$ cat src/rtl/codec_cmd_pkg.sv
// codec_cmd_pkg
// Shared field widths, sequencer states and command tables for the DAC
// configuration sequencer. Assumes the 7-bit address / 9-bit data format
// of the target DAC's control words.
package codec_cmd_pkg;

    localparam int CMD_ADDR_W = 7;
    localparam int CMD_DATA_W = 9;
    localparam int LEVEL_W    = 8;
    localparam int PAIR_W     = 2;
    localparam int INIT_WRITES = 13;               // writes after the reset word
    localparam int STEP_W     = $clog2(INIT_WRITES);

    typedef enum logic [2:0] {
        ST_IDLE,
        ST_RST,
        ST_WAIT,
        ST_INIT,
        ST_VOL,
        ST_RATE,
        ST_DRAIN
    } seq_state_t;

    typedef struct packed {
        logic [CMD_ADDR_W-1:0] addr;
        logic [CMD_DATA_W-1:0] data;
    } cmd_t;

    localparam logic [CMD_ADDR_W-1:0] ADDR_SOFT_RESET = 7'h1F;
    localparam logic [CMD_ADDR_W-1:0] ADDR_MCLK_RATIO = 7'h0A;
    localparam logic [CMD_DATA_W-1:0] MCLK_256FS      = 9'h080;
    localparam logic [CMD_DATA_W-1:0] MCLK_128FS      = 9'h000;
    localparam logic [CMD_DATA_W-1:0] LATCH_BIT       = 9'h100;

    // Left-side register address of a channel pair; right side is +1.
    function automatic logic [CMD_ADDR_W-1:0] pair_base(input logic [PAIR_W-1:0] pair);
        case (pair)
            2'd0:    pair_base = 7'h00;
            2'd1:    pair_base = 7'h04;
            2'd2:    pair_base = 7'h06;
            default: pair_base = 7'h00;
        endcase
    endfunction

    // Initialisation word for step idx (0 .. INIT_WRITES-1) after the reset.
    function automatic cmd_t init_word(input logic [STEP_W-1:0] idx);
        cmd_t c;
        if (idx < STEP_W'(6)) begin
            // zero-volume writes, left then right with the latch bit
            c.addr = pair_base(PAIR_W'(idx >> 1)) + CMD_ADDR_W'(idx[0]);
            c.data = idx[0] ? LATCH_BIT : '0;
        end else begin
            case (idx)
                STEP_W'(6):  c = '{addr: 7'h03, data: 9'h022};
                STEP_W'(7):  c = '{addr: ADDR_MCLK_RATIO, data: MCLK_256FS};
                STEP_W'(8):  c = '{addr: 7'h12, data: 9'h000};
                STEP_W'(9):  c = '{addr: 7'h15, data: 9'h000};
                STEP_W'(10): c = '{addr: 7'h09, data: 9'h000};
                STEP_W'(11): c = '{addr: 7'h02, data: 9'h124};
                default:     c = '{addr: 7'h02, data: 9'h120};
            endcase
        end
        return c;
    endfunction

endpackage

$ cat src/rtl/codec_cmd_gen.sv
// codec_cmd_gen
// Combinational command source: maps the sequencer state and step to the
// address/data word to emit and flags the last word of the sequence.
// Assumes the step never exceeds the length of the active sequence.
module codec_cmd_gen
    import codec_cmd_pkg::*;
(
    input  seq_state_t          state_i,
    input  logic [STEP_W-1:0]   step_i,
    input  logic [PAIR_W-1:0]   pair_i,
    input  logic [LEVEL_W-1:0]  left_i,
    input  logic [LEVEL_W-1:0]  right_i,
    input  logic                high_i,
    output cmd_t                cmd_o,
    output logic                last_o
);

    logic [CMD_ADDR_W-1:0] base;

    // Pick the word for the current state and step.
    always_comb begin
        base   = pair_base(pair_i);
        cmd_o  = '0;
        last_o = 1'b0;
        case (state_i)
            ST_RST: begin
                cmd_o  = '{addr: ADDR_SOFT_RESET, data: '0};
                last_o = 1'b1;
            end
            ST_INIT: begin
                cmd_o  = init_word(step_i);
                last_o = (step_i == STEP_W'(INIT_WRITES-1));
            end
            ST_VOL: begin
                if (step_i == '0) begin
                    cmd_o = '{addr: base, data: {1'b0, left_i}};
                end else begin
                    cmd_o  = '{addr: base + 7'd1, data: LATCH_BIT | {1'b0, right_i}};
                    last_o = 1'b1;
                end
            end
            ST_RATE: begin
                cmd_o  = '{addr: ADDR_MCLK_RATIO, data: high_i ? MCLK_128FS : MCLK_256FS};
                last_o = 1'b1;
            end
            default: begin
                cmd_o  = '0;
                last_o = 1'b0;
            end
        endcase
    end

endmodule

$ cat src/rtl/codec_settle_timer.sv
// codec_settle_timer
// Counts enabled cycles after a clear and pulses expire_o on the enabled
// cycle that completes CYCLES of them. Assumes CYCLES >= 1.
module codec_settle_timer #(
    parameter int CYCLES = 2500
) (
    input  logic clk,
    input  logic rst_n,
    input  logic clear_i,
    input  logic count_i,
    output logic expire_o
);

    localparam int CW = $clog2(CYCLES + 1);

    logic [CW-1:0] cnt_q;

    assign expire_o = count_i && (cnt_q == CW'(CYCLES - 1));

    // Count enabled cycles, restarting on clear.
    always_ff @(posedge clk) begin
        if (!rst_n || clear_i) begin
            cnt_q <= '0;
        end else if (count_i && !expire_o) begin
            cnt_q <= cnt_q + 1'b1;
        end
    end

endmodule

$ cat src/rtl/codec_wr_port.sv
// codec_wr_port
// Output register for the write handshake. A load captures a word and
// raises valid; valid drops on acceptance. Assumes load is only asserted
// while free_o is high.
module codec_wr_port
    import codec_cmd_pkg::*;
(
    input  logic                  clk,
    input  logic                  rst_n,
    input  logic                  load_i,
    input  cmd_t                  cmd_i,
    input  logic                  ready_i,
    output logic                  free_o,
    output logic                  valid_o,
    output logic [CMD_ADDR_W-1:0] addr_o,
    output logic [CMD_DATA_W-1:0] data_o
);

    assign free_o = !valid_o || ready_i;

    // Hold the word until the receiver takes it.
    always_ff @(posedge clk) begin
        if (!rst_n) begin
            valid_o <= 1'b0;
            addr_o  <= '0;
            data_o  <= '0;
        end else if (load_i) begin
            valid_o <= 1'b1;
            addr_o  <= cmd_i.addr;
            data_o  <= cmd_i.data;
        end else if (ready_i) begin
            valid_o <= 1'b0;
        end
    end

endmodule

$ cat src/rtl/codec_cmd_seq.sv
// codec_cmd_seq
// Sequencer that emits DAC configuration writes: a full initialisation on
// start, a two-word stereo volume update, or a master-clock ratio rewrite
// on a rate-class change. One sequence runs at a time. Assumes request and
// start inputs are single-cycle pulses.
module codec_cmd_seq
    import codec_cmd_pkg::*;
#(
    parameter int SETTLE_CYCLES = 2500
) (
    input  logic                  clk,
    input  logic                  rst_n,
    input  logic                  start_i,
    input  logic                  vol_req_i,
    input  logic [PAIR_W-1:0]     vol_pair_i,
    input  logic [LEVEL_W-1:0]    vol_left_i,
    input  logic [LEVEL_W-1:0]    vol_right_i,
    input  logic                  rate_req_i,
    input  logic                  rate_high_i,
    output logic                  wr_valid_o,
    output logic [CMD_ADDR_W-1:0] wr_addr_o,
    output logic [CMD_DATA_W-1:0] wr_data_o,
    input  logic                  wr_ready_i,
    output logic                  busy_o,
    output logic                  init_done_o
);

    seq_state_t          state_q;
    logic [STEP_W-1:0]   step_q;
    logic [PAIR_W-1:0]   pair_q;
    logic [LEVEL_W-1:0]  left_q;
    logic [LEVEL_W-1:0]  right_q;
    logic                high_q;
    logic                in_init_q;
    logic                done_q;

    cmd_t cur_cmd;
    logic cur_last;
    logic port_free;
    logic emitting;
    logic issue;
    logic settle_clear;
    logic settle_expire;
    logic vol_take;
    logic rate_take;

    assign busy_o      = (state_q != ST_IDLE);
    assign init_done_o = done_q;

    // A write is emitted whenever a word-producing state finds the port free.
    always_comb begin
        emitting     = (state_q == ST_RST) || (state_q == ST_INIT) ||
                       (state_q == ST_VOL) || (state_q == ST_RATE);
        issue        = emitting && port_free;
        settle_clear = (state_q == ST_RST) && issue;
        vol_take     = done_q && vol_req_i && (vol_pair_i != 2'd3);
        rate_take    = done_q && rate_req_i && !vol_req_i;
    end

    codec_cmd_gen u_gen (
        .state_i (state_q),
        .step_i  (step_q),
        .pair_i  (pair_q),
        .left_i  (left_q),
        .right_i (right_q),
        .high_i  (high_q),
        .cmd_o   (cur_cmd),
        .last_o  (cur_last)
    );

    codec_settle_timer #(
        .CYCLES (SETTLE_CYCLES)
    ) u_settle (
        .clk      (clk),
        .rst_n    (rst_n),
        .clear_i  (settle_clear),
        .count_i  ((state_q == ST_WAIT) && !wr_valid_o),
        .expire_o (settle_expire)
    );

    codec_wr_port u_port (
        .clk     (clk),
        .rst_n   (rst_n),
        .load_i  (issue),
        .cmd_i   (cur_cmd),
        .ready_i (wr_ready_i),
        .free_o  (port_free),
        .valid_o (wr_valid_o),
        .addr_o  (wr_addr_o),
        .data_o  (wr_data_o)
    );

    // Sequence control: accept work when idle, step through words, drain.
    always_ff @(posedge clk) begin
        if (!rst_n) begin
            state_q   <= ST_IDLE;
            step_q    <= '0;
            pair_q    <= '0;
            left_q    <= '0;
            right_q   <= '0;
            high_q    <= 1'b0;
            in_init_q <= 1'b0;
            done_q    <= 1'b0;
        end else begin
            case (state_q)
                ST_IDLE: begin
                    step_q <= '0;
                    if (start_i) begin
                        state_q   <= ST_RST;
                        in_init_q <= 1'b1;
                        done_q    <= 1'b0;
                    end else if (vol_take) begin
                        state_q   <= ST_VOL;
                        in_init_q <= 1'b0;
                        pair_q    <= vol_pair_i;
                        left_q    <= vol_left_i;
                        right_q   <= vol_right_i;
                    end else if (rate_take) begin
                        state_q   <= ST_RATE;
                        in_init_q <= 1'b0;
                        high_q    <= rate_high_i;
                    end
                end
                ST_RST: begin
                    if (issue) begin
                        state_q <= ST_WAIT;
                    end
                end
                ST_WAIT: begin
                    if (settle_expire) begin
                        state_q <= ST_INIT;
                        step_q  <= '0;
                    end
                end
                ST_INIT, ST_VOL, ST_RATE: begin
                    if (issue) begin
                        if (cur_last) begin
                            state_q <= ST_DRAIN;
                        end else begin
                            step_q <= step_q + 1'b1;
                        end
                    end
                end
                ST_DRAIN: begin
                    if (port_free) begin
                        state_q <= ST_IDLE;
                        if (in_init_q) begin
                            done_q <= 1'b1;
                        end
                    end
                end
                default: state_q <= ST_IDLE;
            endcase
        end
    end

endmodule

$ cat config.mk
export PLATFORM = sky130hd
export DESIGN_NAME = codec_cmd_seq
export DESIGN_NICKNAME = d
export VERILOG_FILES = /design/src/rtl/codec_cmd_pkg.sv /design/src/rtl/codec_cmd_gen.sv /design/src/rtl/codec_settle_timer.sv /design/src/rtl/codec_wr_port.sv /design/src/rtl/codec_cmd_seq.sv
export SDC_FILE = /design/constraint.sdc
export NUM_CORES = 1
export LEC_CHECK = 0
export ABC_AREA = 1
export ABC_CLOCK_PERIOD_IN_PS = 1700
export BUFFER_PORTS_ARGS = -buffer_cell sky130_fd_sc_hd__buf_2
export CAP_MARGIN = 20
export CORE_ASPECT_RATIO = 2
export CORE_MARGIN = 2
export CORE_UTILIZATION = 45
export DETAILED_ROUTE_END_ITERATION = 10
export PLACE_DENSITY = 0.67
export SLEW_MARGIN = 0
export SYNTH_ARGS = -nofsm -noshare
export SYNTH_HDL_FRONTEND = slang
export SYNTH_SLANG_ARGS = --single-unit
$ cat constraint.sdc
create_clock -name clk -period 1.7 [get_ports clk]
set_input_delay 0 -clock clk [delete_from_list [all_inputs] [get_ports clk]]
set_output_delay 0 -clock clk [all_outputs]
set_load 0.02 [all_outputs]
== Yosys cells after proc, flatten, opt, wreduce, memory -nomap -nowiden ==
Index checks and enable logic that the tools add are counted.

* Flip-flop bits (word level): 57
* Latch bits: 0
* Memory bits (writable): 0
* ROM bits: 0
* Output and inout port bits: 19
* Word-level logic and storage cells: 114
* Memories kept: 0

* Add/sub/neg operators: 4
* $mul: 0
* Divide/modulo/power cells: 0
* Order comparisons: 1
* Eq/ne operators: 28
* Shift operators: 0
* Multiplexer cells: 34
* Bitwise gates (word level): 2
* Reduce and logical (&&, ||, !) cells: 33

{| class="wikitable"
|+ Operator list
! cell !! number
|-
| $pmux W14 S6 || 1
|-
| $pmux W16 S4 || 1
|-
| $mux W16 || 2
|-
| $mux W3 || 8
|-
| $eq A4 B4 Y1 const B || 5
|-
| $ne A2 B2 Y1 const B || 8
|-
| $pmux W3 S5 || 1
|-
| $mux W7 || 2
|-
| $add A12 B1 Y12 const B || 1
|-
| $eq A12 B12 Y1 const B || 1
|-
| $mux W4 || 3
|-
| $pmux W3 S2 || 2
|-
| $pmux W4 S3 || 1
|-
| $reduce_and A4 Y1 || 3
|-
| $eq A3 B3 Y1 const B || 3
|-
| $logic_and A1 B1 Y1 || 9
|-
| $mux W1 || 9
|-
| $mux W9 || 1
|-
| $reduce_bool A3 Y1 || 3
|-
| $eq A4 B3 Y1 const B || 2
|-
| $mux W8 || 1
|-
| $add A7 B1 Y7 || 1
|-
| $eq A3 B2 Y1 const B || 2
|-
| $reduce_and A6 Y1 || 1
|-
| 20 further kinds || 31
|}

== Depth between registers and ports, before layout ==
* Word-level depth: 7
* Gate-level depth with buffers: 12
* Gate-level depth less buffers: 12

== Cells and area by module ==
A second synthesis with hierarchy kept.

* Cells, all modules: 495
* Area, all modules: 3226.8 um^2

{| class="wikitable"
|+ By module, submodules not included
! module !! instances !! cells an instance !! area an instance (um^2) !! sequential area each (um^2)
|-
| codec_cmd_seq || 1 || 178 || 1282.5 || 560.5
|-
| codec_settle_timer || 1 || 128 || 812.0 || 240.2
|-
| codec_wr_port || 1 || 73 || 588.1 || 340.3
|-
| codec_cmd_gen || 1 || 116 || 544.3 || 0.0
|}

== Least setup slack after synthesis ==
OpenSTA, ideal clock, no wires.

* Path type: reg2reg
* From: register state_q[0]
* To: register right_q[1]
* Arrival time: 1.369 ns
* Path slack: 0.212 ns
* Cell stages (with the launch flop): 13
* Period minus slack after synthesis: 1.488 ns
* Cell sequence: dfxtp_1 > buf_6 > nor2_4 > inv_2 > nor2_4 > inv_2 > nor2_4 > inv_2 > nor2_2 > inv_2 > buf_2 > o21ai_1 > a21oi_1

* Cells in the longest elaborated chain, start to end: 2

{| class="wikitable"
|+ Ends and longest elaborated chain
! item !! RTL line !! RTL
|-
| start: declaration || codec_cmd_seq.sv:28 || <nowiki>seq_state_t state_q;</nowiki>
|-
| start signal: assignment || codec_cmd_seq.sv:96 || <nowiki>state_q <= ST_IDLE;</nowiki>
|-
| start signal: assignment || codec_cmd_seq.sv:109 || <nowiki>state_q <= ST_RST;</nowiki>
|-
| start signal: assignment || codec_cmd_seq.sv:113 || <nowiki>state_q <= ST_VOL;</nowiki>
|-
| $logic_not A3 Y1 || codec_cmd_seq.sv:105 || <nowiki>case (state_q)</nowiki>
|-
| $reduce_and A3 Y1 (no source line) || n/a ||
|-
| end signal: assignment || codec_cmd_seq.sv:117 || <nowiki>right_q <= vol_right_i;</nowiki>
|-
| end: declaration || codec_cmd_seq.sv:32 || <nowiki>logic [LEVEL_W-1:0] right_q;</nowiki>
|}

Every way passes these cells.
A chain may end at the register's enable or synchronous reset.

== Worst setup path after layout ==
* From: register step_q[0]
* To: register u_port.data_o[8]

* Cells in the longest elaborated chain, start to end: 4

{| class="wikitable"
|+ Ends and longest elaborated chain
! item !! RTL line !! RTL
|-
| start: declaration || codec_cmd_seq.sv:29 || <nowiki>logic [STEP_W-1:0] step_q;</nowiki>
|-
| start signal: assignment || codec_cmd_seq.sv:140 || <nowiki>step_q <= step_q + 1'b1;</nowiki>
|-
| $eq A4 B4 Y1 or $eq A4 B3 Y1 (tied branches) || codec_cmd_pkg.sv:53 || <nowiki>case (idx)</nowiki>
|-
| $pmux W14 S6 || codec_cmd_pkg.sv:53 ||
|-
| $mux W16 || codec_cmd_pkg.sv:48 || <nowiki>if (idx < STEP_W'(6)) begin</nowiki>
|-
| $pmux W16 S4 (*) || codec_cmd_gen.sv:25 || <nowiki>case (state_i)</nowiki>
|-
| end signal: assignment || codec_wr_port.sv:30 || <nowiki>data_o <= cmd_i.data;</nowiki>
|-
| end: declaration || codec_wr_port.sv:16 || <nowiki>output logic [CMD_DATA_W-1:0] data_o</nowiki>
|}

Mark *: on every way between the ends. The rest lies on a longest branch, timed or not.

==> impl_metrics.py <==
metrics = {
    "status": {
        "status": "complete, but fails checks",
        "failed_checks": "negative hold slack",
    },
    "worst_hold_path": {
        "min_from": "vol_left_i[4]",
        "min_path_type": "in2reg",
        "min_to": "left_q[4]",
        "min_path_cells": 3,
    },
    "power_and_ir_drop": {
        "p_sw_share_pct": 40.9,
        "switching_power_mw": 2.13,
        "intPower_mw": 3.07,
        "clockPowerShare_pct": 23.1,
        "power.density_nw_per_um2": 1390,
        "p_leak_nw": 1.66,
        "seq_power_share_pct": 32.4,
        "ir_worst_vdd_mv": 0.966,
        "combPwrFrac_pct": 44.5,
    },
    "worst_setup_path": {
        "r2r_cells": 10,
        "cp.required_ns": 1.93,
        "cp_common_cell": "nand3_1",
        "critPathKind": "reg2reg",
        "worstSetupStartpointType": "flop",
        "reg2reg_from": "step_q[0]",
        "reg2reg_slack_ns": 0.14,
        "cp_slowest_cell": "dfxtp_1",
        "path_buf_inv": 2,
        "worstReg2RegEnd": "u_port.data_o[8]",
        "critPathMaxFanout": 4,
        "crit_path_end_kind": "flop",
        "cpLargestDelayFamily": "simple AND/OR/NAND/NOR gates",
        "cp_cell_sequence": "inv_1, buf_4, ha_1, nand3_1, nand3_1, nor2_1, nand2_1, nand3_1, nand2_1, a21oi_1",
        "critPathArrivalTime_ns": 1.79,
        "max_stage_delay_ns": 0.33,
    },
    "yosys": {
        "synthTopCellsByArea": "dfxtp_1 (37%), nand2_1 (9.9%), nor2_1 (7.7%)",
        "avgSynthCellArea_um2": 6.84,
        "synthTopCellsByCount": "nand2_1 (78), nor2_1 (61), dfxtp_1 (55), inv_1 (49), a21oi_1 (40)",
        "async_reset_ff_share_pct": 0,
        "synth_top_area_share_pct": 37.1,
        "ys_warn_count": 0,
        "ys_ff_latch": 55,
        "synth_ff_type": "dfxtp_1",
        "ys_seq_area_share_pct": 37.1,
        "yosysMostFrequentCell": "nand2_1",
        "synth.distinct_cells": 35,
        "synth_top_area_cell": "dfxtp_1",
        "syn-cell-area_um2": 2970,
        "syn_inst": 434,
        "synth_edf_count": 0,
    },
    "detailed_routing": {
        "wire_per_inst_um": 13.0,
        "remaining_drc_errors": 0,
        "drtAntennaViolNets": 0,
        "drt-total-wl_mm": 7.73,
        "drtIter0Drc": 128,
        "vias": 2976,
        "via_per_inst": 5.02,
        "first_pass_iters": 4,
    },
    "place": {
        "gp_congestion": 0.912,
        "placed_area_um2": 3350,
        "hpwl_mm": 5.95,
        "port_buffers": 41,
    },
    "clocking": {
        "clockBufferDepth": 2,
        "clk_pin_slew_ns": 0.07,
        "cts_inserted_buffers": 5,
        "insertion_delay_ns": 0.31,
        "cts_tree": "yes",
        "clock-sinks": 55,
        "root_buffer": "clkbuf_16",
        "htree_levels": 2,
    },
    "global_route": {
        "grt_pass1_wl_mm": 12.4,
        "grt_use_total_pct": 22.4,
        "grt-ovfl-total": 0,
        "grt_pass1_vias": 2846,
        "antenna_found_initial": 0,
        "grt_max_degree": 33,
    },
    "die": {
        "die_h_um": 119,
        "num_rows": 41,
        "die_area_um2": 7300,
        "die_w_um": 61.4,
        "ios": 44,
        "initial_core_util_pct": 46.6,
        "coreArea_um2": 6360,
    },
    "cells_and_area": {
        "diodes": 0,
        "syn2layout_area_growth_pct": 26.1,
        "final_area_um2": 3740,
        "fin_nets": 539,
        "drive_above_1_share_pct": 20.7,
    },
    "timing": {
        "skew_ns": 0.00689,
        "whs_ns": -0.0119,
        "hold_viol": 2,
        "fmax_ghz": 0.641,
        "fin_crit_ns": 1.56,
        "period_share_pct": 91.8,
        "setup_viol": 0,
        "slew_viol_final": 0,
    },
    "job": {
        "cap_violations": 0,
    },
}
## power groups by stage
stage               Clock (mW)  Combinational, mW  Sequential [mW]
floorplan                    0               1.42             1.82
global placement             0               2.14             1.70
detailed placement           0               2.15             1.70
CTS                       1.23               2.20             1.68
global route              1.26               2.59             1.71
finish                    1.20               2.32             1.69
## placed cells by master, fill, tap and decap left out, types with 7 or more instances in the layout
cell,n
dlygate4sd3_1,16
nand3_1,31
buf_4,21
buf_2,41
inv_1,48
nor2_1,58
o211ai_1,8
a21oi_1,40
nand2_1,77
ha_1,8
o21ai_0,35
dfxtp_1,51
nor3_1,7
## state kept, by name, indices dropped and copies added (netlist names), 2 cells and up
signal and cells:
u_port.addr_o 5, state_q 3, step_q 4, pair_q 2
left_q 8, u_port.data_o 9, right_q 8, u_settle.cnt_q 12
## area by class of cell
cell class | count | area (um2)
Fill cell | 625 | 2620
Multi-Input combinational cell | 309 | 1600
Sequential cell | 55 | 1110
Timing Repair Buffer | 79 | 543
Inverter | 56 | 216
Clock buffer | 5 | 125
Tap cell | 86 | 108
Clock inverter | 3 | 47.5
## timing repair
action	in CTS	in global routing
buffers inserted	0	1
setup endpoints to repair	2	23
endpoints found under the hold margin	16	0
pin swaps	0	1
hold buffers	16	0
resized for setup	4	12
## logic make-up after synthesis
family,share of synthesized area (%)
flip-flops,37.1
AO/OA/AOI/OAI,17.5
buffers and inverters,10.2
AND/OR/NAND/NOR,29.9
other,0.126
XOR/XNOR,1.77
adder cells (fa/ha/maj),3.37
## through the flow
step | total power [mW] | setup slack, ns | cells | utilization (%) | setup TNS (ns)
2_1_floorplan | 3.23 | 0.212 | 435 | - | 0
3_3_place_gp | 3.83 | -0.131 | 568 | 52.7 | -0.141
3_5_place_dp | 3.85 | -0.146 | 568 | 52.7 | -0.160
4_1_cts | 5.11 | 0.0447 | 592 | 58.0 | 0
5_1_grt | 5.56 | -0.00368 | 593 | 58.8 | -0.00368
6_report | 5.20 | 0.140 | 593 | 58.8 | 0
## worst max path at each step
stage | startpoint | end | slack, ns | cells past startpoint
final | step_q[0] | u_port.data_o[8] | 0.14 | 10
after CTS | state_q[1] | u_port.addr_o[1] | 0.04 | 8
after detailed placement | state_q[2] | u_port.addr_o[1] | -0.15 | 7
after floorplan | state_q[0] | right_q[1] | 0.21 | 12
after global routing | u_settle.cnt_q[0] | state_q[1] | -0.004 | 9
after global placement | state_q[1] | u_port.addr_o[1] | -0.13 | 8
## routing by layer
metal / track usage (%) / wire length (um) / vias up
met3: 3.69 / 204 / 21
li1: - / - / 1545
met2: 42.2 / 4380 / 55
met4: 12.1 / 316 / 0
met5: 0 / 0 / -
met1: 21.0 / 2830 / 1355
## worst register-to-register path, delay by kind of cell (launching register included)
kind                       cells  cell delay (ns)
and+or+nand+nor                6             0.60
DFF                            1             0.33
adders and majority gates      1             0.24
buffers and inverters          2             0.20
AOI/OAI and AO/OA              1             0.12
Power figures use the tool's default switching activity.
